==> src/rtl/clk_mon_pkg.sv <==
package clk_mon_pkg;
   typedef enum logic {
      MON_OK    = 1'b0,
      MON_FAULT = 1'b1
   } mon_state_e;
endpackage

==> src/rtl/cm_edge_sync.sv <==
module cm_edge_sync #(
   parameter int STAGES = 2
) (
   input  logic clk,
   input  logic rst_n,
   input  logic async_in,
   output logic rise_o
);
   generate
      if (STAGES < 2) begin : g_bad_stages
         $error("cm_edge_sync: STAGES must be at least 2");
      end
   endgenerate

   // pipe[0..STAGES-1] is the synchroniser, pipe[STAGES] holds the previous level
   logic [STAGES:0] pipe;

   always_ff @(posedge clk or negedge rst_n) begin
      if (!rst_n) pipe <= '0;
      else        pipe <= {pipe[STAGES-1:0], async_in};
   end

   assign rise_o = pipe[STAGES-1] & ~pipe[STAGES];


   rise_single_chk: assert property (@(posedge clk) disable iff (!rst_n)
      rise_o |=> !rise_o);
endmodule

==> src/rtl/cm_en_latch.sv <==
module cm_en_latch (
   input  logic clk,
   input  logic rst_n,
   input  logic svc_stb,
   input  logic svc_en,
   output logic en_o
);
   logic locked_q;
   logic en_q;

   always_ff @(posedge clk or negedge rst_n) begin
      if (!rst_n) begin
         locked_q <= 1'b0;
         en_q     <= 1'b1;
      end else if (svc_stb && !locked_q) begin
         locked_q <= 1'b1;
         en_q     <= svc_en;
      end
   end

   assign en_o = en_q;


   lock_hold_chk: assert property (@(posedge clk) disable iff (!rst_n)
      locked_q |=> (locked_q && $stable(en_q)));
endmodule

==> src/rtl/cm_window.sv <==
module cm_window
   import clk_mon_pkg::*;
#(
   parameter int WIN_CYC   = 50000,
   parameter int REL_EDGES = 16
) (
   input  logic clk,
   input  logic rst_n,
   input  logic en,
   input  logic rise,
   output logic fault_o
);
   localparam int WW = $clog2(WIN_CYC);
   localparam int RW = $clog2(REL_EDGES + 1);
   localparam logic [WW-1:0] WIN_LAST = WW'(WIN_CYC - 1);
   localparam logic [RW-1:0] REL_LAST = RW'(REL_EDGES - 1);

   generate
      if (WIN_CYC < 4) begin : g_bad_win
         $error("cm_window: WIN_CYC must be at least 4");
      end
      if (REL_EDGES < 2) begin : g_bad_rel
         $error("cm_window: REL_EDGES must be at least 2");
      end
   endgenerate

   logic [WW-1:0] win_cnt;
   logic          seen_q;
   logic [RW-1:0] rec_cnt;
   mon_state_e    state_q;
   logic          last;
   logic          empty;

   assign last  = (win_cnt == WIN_LAST);
   assign empty = last && !(seen_q || rise);

   always_ff @(posedge clk or negedge rst_n) begin
      if (!rst_n) begin
         win_cnt <= '0;
         seen_q  <= 1'b0;
      end else begin
         win_cnt <= last ? '0 : win_cnt + 1'b1;
         seen_q  <= last ? 1'b0 : (seen_q | rise);
      end
   end

   always_ff @(posedge clk or negedge rst_n) begin
      if (!rst_n) begin
         state_q <= MON_OK;
         rec_cnt <= '0;
      end else if (!en) begin
         state_q <= MON_OK;
         rec_cnt <= '0;
      end else begin
         case (state_q)
            MON_OK: begin
               rec_cnt <= '0;
               if (empty) state_q <= MON_FAULT;
            end
            default: begin
               if (rise && rec_cnt == REL_LAST) begin
                  state_q <= MON_OK;
                  rec_cnt <= '0;
               end else if (empty) begin
                  rec_cnt <= '0;
               end else if (rise) begin
                  rec_cnt <= rec_cnt + 1'b1;
               end
            end
         endcase
      end
   end

   assign fault_o = (state_q == MON_FAULT);


   fault_at_boundary_chk: assert property (@(posedge clk) disable iff (!rst_n)
      $rose(fault_o) |-> ($past(win_cnt) == WIN_LAST));

   release_count_chk: assert property (@(posedge clk) disable iff (!rst_n)
      $fell(fault_o) |-> ($past(rec_cnt) == REL_LAST || !$past(en)));

   rec_bound_chk: assert property (@(posedge clk) disable iff (!rst_n)
      rec_cnt <= REL_LAST);

   win_bound_chk: assert property (@(posedge clk) disable iff (!rst_n)
      win_cnt <= WIN_LAST);
endmodule

==> src/rtl/clk_fail_mon.sv <==
module clk_fail_mon #(
   parameter int WIN_CYC     = 50000,
   parameter int REL_EDGES   = 16,
   parameter int SYNC_STAGES = 2
) (
   input  logic ref_clk,
   input  logic rst_n,
   input  logic mon_clk,
   input  logic svc_stb,
   input  logic svc_mon_en,
   input  logic wd_err_n,
   output logic mon_fault_n,
   output logic alarm_n
);
   logic mon_rise;
   logic mon_en;
   logic fault;

   cm_edge_sync #(.STAGES(SYNC_STAGES)) u_sync (
      .clk      (ref_clk),
      .rst_n    (rst_n),
      .async_in (mon_clk),
      .rise_o   (mon_rise)
   );

   cm_en_latch u_en (
      .clk     (ref_clk),
      .rst_n   (rst_n),
      .svc_stb (svc_stb),
      .svc_en  (svc_mon_en),
      .en_o    (mon_en)
   );

   cm_window #(.WIN_CYC(WIN_CYC), .REL_EDGES(REL_EDGES)) u_win (
      .clk     (ref_clk),
      .rst_n   (rst_n),
      .en      (mon_en),
      .rise    (mon_rise),
      .fault_o (fault)
   );

   assign mon_fault_n = ~fault;
   assign alarm_n     = mon_fault_n & wd_err_n;


   disabled_quiet_chk: assert property (@(posedge ref_clk) disable iff (!rst_n)
      !mon_en |=> mon_fault_n);

   alarm_merge_chk: assert property (@(posedge ref_clk) disable iff (!rst_n)
      !mon_fault_n |-> !alarm_n);
endmodule

==> config.mk <==
export PLATFORM = sky130hd
export DESIGN_NAME = clk_fail_mon
export DESIGN_NICKNAME = d
export VERILOG_FILES = /design/src/rtl/clk_mon_pkg.sv /design/src/rtl/cm_edge_sync.sv /design/src/rtl/cm_en_latch.sv /design/src/rtl/cm_window.sv /design/src/rtl/clk_fail_mon.sv
export SDC_FILE = /design/constraint.sdc
export NUM_CORES = 1
export LEC_CHECK = 0
export BUFFER_PORTS_ARGS = -buffer_cell sky130_fd_sc_hd__buf_2
export CORE_UTILIZATION = 40
export DETAILED_ROUTE_END_ITERATION = 16
export MAX_ROUTING_LAYER = met4
export PLACE_DENSITY_LB_ADDON = 0.25
export SYNTH_ARGS = -nofsm -noshare
export SYNTH_HDL_FRONTEND = slang
export SYNTH_SLANG_ARGS = --single-unit
==> constraint.sdc <==
create_clock -name ref_clk -period 4.5 [get_ports ref_clk]
set_input_delay 0.9 -clock ref_clk [delete_from_list [all_inputs] [get_ports ref_clk]]
set_output_delay 0.9 -clock ref_clk [all_outputs]
set_load 0.01 [all_outputs]
==> After elaboration in Yosys (flattened, before gate mapping) <==
Index checks and enable logic that the tools add are counted.
Widths: inputs -> output; s select.
{ "totals": {"register_bits": 28, "inputBits": 6, "output_inout_bits": 2, "elab_cells": 34} }
{ "op_classes": {"addsub": 2, "eq_ne": 3, "mux": 11, "bitwise": 5, "reduce_logical": 6} }
{ "ops": {"columns": ["operator", "n"], "rows": [
  ["$mux 5", 5],
  ["$add 16x1->16 const B", 1],
  ["$eq 16x16->1 const B", 1],
  ["$mux 16", 1],
  ["$add 5x1->5 const B", 1],
  ["$eq 5x4->1 const B", 1],
  ["$mux 1", 5],
  ["$ne 5x4->1 const B", 1],
  ["$logic_and 1x1->1", 3],
  ["$and 1x1->1", 2],
  ["$logic_not 1->1", 2],
  ["$not 1->1", 2],
  ["$logic_or 1x1->1", 1],
  ["$or 1x1->1", 1]
]} }

==> Depth between registers and ports, before layout <==
{ "logic_depth": {"depth_word": 9, "ltp_mapped": 6, "depth_no_buf": 6} }

==> By module <==
A second synthesis with hierarchy kept.
{ "hier_totals": {"cells_unflattened": 125, "area_unflattened_um2": 1353.8} }
{ "by_module_without_submodules": {"columns": ["module", "instances", "cells_each", "area_per_inst_um2", "seq_area_each_um2"], "rows": [
  ["cm_window", 1, 114, 1168.6, 575.6],
  ["cm_edge_sync", 1, 4, 88.8, 75.1],
  ["cm_en_latch", 1, 5, 86.3, 51.3],
  ["clk_fail_mon", 1, 2, 10.0, 0.0]
]} }

==> Worst setup path after synthesis <==
Ideal clock, no wire load.
{ "synth_path": {"path_kind": "input-to-output", "start": "in wd_err_n", "end": "out alarm_n", "t_arrival_ns": 1.097, "required_ns": 3.600, "path_slack_ns": 2.503, "stages": 1, "n_path_buf": 0, "cell_sequence": "nor2b_1"} }
{ "synth_via": {"elab_chain_len": 1} }
{ "synth_lines": {"columns": ["element", "line", "source"], "rows": [
  ["from (decl)", "clk_fail_mon.sv:11", "input logic wd_err_n,"],
  ["$and 1x1->1", "clk_fail_mon.sv:43", "assign alarm_n = mon_fault_n & wd_err_n;"],
  ["to (decl)", "clk_fail_mon.sv:13", "output logic alarm_n"]
]} }
Every way passes these cells.

==> Final worst setup path <==
Ends and elaborated chain as after synthesis.

==> run metrics <==
number of global-route vias before repair 844; antenna violations before repair 0; CTS Root Buffer Type clkbuf_4; cts hold-fix bufs 0; Reg clk slew, reported paths 0.15 ns; final worst slack 2.37 ns; worst skew pair latency 0.33 ns; Final Net Count 134; Max-slew headroom 51.1%; placed wire-length estimate 1590 µm; Hold Violations, Final 0; RSZ-0062 raised after global routing false; Post-Syn Instances 115; final setup TNS 0 ns; Req. time, crit path roughly 3.6 ns; CTS tree yes; WP data arrival 1.23 ns; Top cell by count, worst path buf_2; pre-CTS setup slack around 2.4 ns; drt first pass iters 4; Synth Net Count 124; max cap viols 0; DR vias 879; Lkg Pwr 0.645 nW; mapped cell area about 0.0013 mm²; Synth warnings 0; CTS Buffer Depth 2; mean number of vias per cell 5.23; Avg Synthesized Cell Area 11.5 µm²; Pwr Density 296 mW/mm²; post_cts resized 0; setup bufs post-CTS 0; die height 59.6 µm; DRT antenna net count 0; starting density of the core 42.7%; gr usage total 15.8%; layout cell share with drive strength beyond 1 19.4%; Buf+Inv Stages, Crit Path 2; Layout area overhead 10.1%; diode count 0; Tightest Pin Transition roughly 0.73 ns; largest net degree at the start of global routing 29; final period utilization 47.4%; critical path type input port to output pin; CP endpoint kind output pin; Non-Filler Instances 168; Fmax 469 MHz; DRC 0; Post-DP Area 0.00141 mm²; Max stage delay on crit path ~0.13 ns; # rows 20; WL/cell between 10 and 15 µm; family with the most delay on the worst path buffers and inverters; Startpoint Class input port; min-delay worst type flop to flop; Setup Viol. Count Final 0; placer congestion estimate 0.726; fin util between 40% and 50%; maximum VDD drop roughly 0.17 mV; Layout fillers 306; Port-buffer cells 7; full die area 0.00355 mm²; Placed Cells 164; die width between 50 and 60 µm; status completed; post-synthesis sequential area ratio 52.9%; clock sink count 28; first-pass GRT wire length between 3000 and 4000 µm; Std-Cell Core Area 0.00310 mm²; CTS Buf Count 3; num ports 8; Final Max Slew Viols 0; critical-path cell list buf_2, nor2b_1, buf_2; H-tree levels 1; grt ovf 0; Hold Slack 0.366 ns; clk_skew 0.00287 ns; DR iter-0 viols 11; Yosys cell types 30; worst-path maximum fanout 1; crit path time final 2.13 ns; Design Area, Final roughly 0.0015 mm²; Yosys reg bits 28; Power, Total 433 µW; slowest stage cell, crit path buf_2; WL final 2260 µm
## logic make-up (layout without fill, tap and decap cells)
family                   after synthesis  count (layout)  share of synthesized area (%)
flip-flops                            28              28                           52.9
buffers and inverters                  5              14                           1.51
adder cells (fa/ha/maj)                3               3                           2.83
XOR/XNOR                              11              11                           7.26
AO/OA/AOI/OAI                         15              15                           7.36
multiplexers                           1               1                          0.849
AND/OR/NAND/NOR                       52              52                           27.3
## final timing paths
path,from,endpoint,slack [ns],depth (start not counted)
hold reg to reg,u_sync.pipe[0],u_sync.pipe[1],0.37,0
setup reg to reg,u_win.rec_cnt[0],u_win.rec_cnt[2],2.71,6
setup / recovery,wd_err_n,alarm_n,2.37,3
hold / removal,u_sync.pipe[0],u_sync.pipe[1],0.37,0
max in group asynchronous,rst_n,u_win.fault_o,3.56,1
min in group asynchronous,rst_n,u_win.rec_cnt[3],0.55,1
## layout by cell type, fill, tap and decap left out, types with 2 or more instances in the layout
cell type  netlist  routed
dfrtp_1         27      27
nor2_1          12      12
nand3_1          7       7
xor2_1           7       7
buf_2            1       7
o211ai_1         6       6
nand2_1          6       6
nor2b_1          4       4
xnor2_1          4       4
inv_1            3       3
and3_1           3       3
nand4_4          3       3
o31ai_1          3       3
o21ai_0          3       3
nand2b_1         3       3
a21oi_1          3       3
ha_1             3       3
clkbuf_4         0       3
and4_2           2       2
and4bb_2         2       2
nand4_1          2       2
nor4_1           2       2
## metal layers
metal | global-route usage [%] | part of all wire [%] | vias to the layer above
met1 | 21.2 | 49 | 438
met5 | - | 0 | -
li1 | - | - | 430
met2 | 24.1 | 47 | 6
met3 | 2.18 | 1.4 | 5
met4 | 6.98 | 1.9 | 0
## synthesized netlist by cell type
| cell | instances | area share, % |
|---|---|---|
| nand3_1 | 7 | 2.6 |
| xor2_1 | 7 | 4.6 |
| o211ai_1 | 6 | 3.4 |
| and2_2 | 1 | 0.57 |
| nor4b_4 | 1 | 1.8 |
| and4bb_2 | 2 | 1.9 |
| mux2_2 | 1 | 0.85 |
| nand4_1 | 2 | 0.94 |
| nand4_4 | 3 | 4.8 |
| and2_1 | 1 | 0.47 |
| nor2_1 | 12 | 3.4 |
| nor4_1 | 2 | 0.94 |
| buf_2 | 1 | 0.38 |
| nand2b_1 | 3 | 1.4 |
| inv_1 | 3 | 0.85 |
| nor2b_1 | 4 | 1.9 |
| o21ai_0 | 3 | 1.1 |
| o31ai_1 | 3 | 1.7 |
| and3_1 | 3 | 1.4 |
| a21oi_1 | 3 | 1.1 |
| ha_1 | 3 | 2.8 |
| dfrtp_1 | 27 | 51 |
| dfstp_2 | 1 | 2.0 |
| and4_2 | 2 | 1.5 |
| clkbuf_1 | 1 | 0.28 |
| nor3_2 | 1 | 0.75 |
| and4_1 | 1 | 0.66 |
| nand2_1 | 6 | 1.7 |
| xnor2_1 | 4 | 2.6 |
| or2_2 | 1 | 0.47 |
## area by class of cell
class | count | area, µm² | area share [%]
clock inverter | 1 | 30.0 | 2.06
sequential | 28 | 702 | 48.1
inverter | 3 | 11.3 | 0.771
tap | 44 | 55.1 | 3.77
multi-input combinational | 82 | 604 | 41.4
timing repair buffer | 7 | 35.0 | 2.40
clock buffer | 3 | 22.5 | 1.54
## power by group
part	leakage (nW)	internal (mW)	switching (mW)
Combinational	0.261	0.00370	0.00811
Sequential	0.356	0.255	0.00131
Clock	0.0279	0.0901	0.0744
Total	0.645	0.349	0.0838
## flip-flops by register name, summed over array words and instances (netlist names)
signal	flops
u_en.en_o	1
u_en.locked_q	1
u_sync.pipe	3
u_win.fault_o	1
u_win.rec_cnt	5
u_win.seen_q	1
u_win.win_cnt	16
Power figures use the tool's default switching activity.
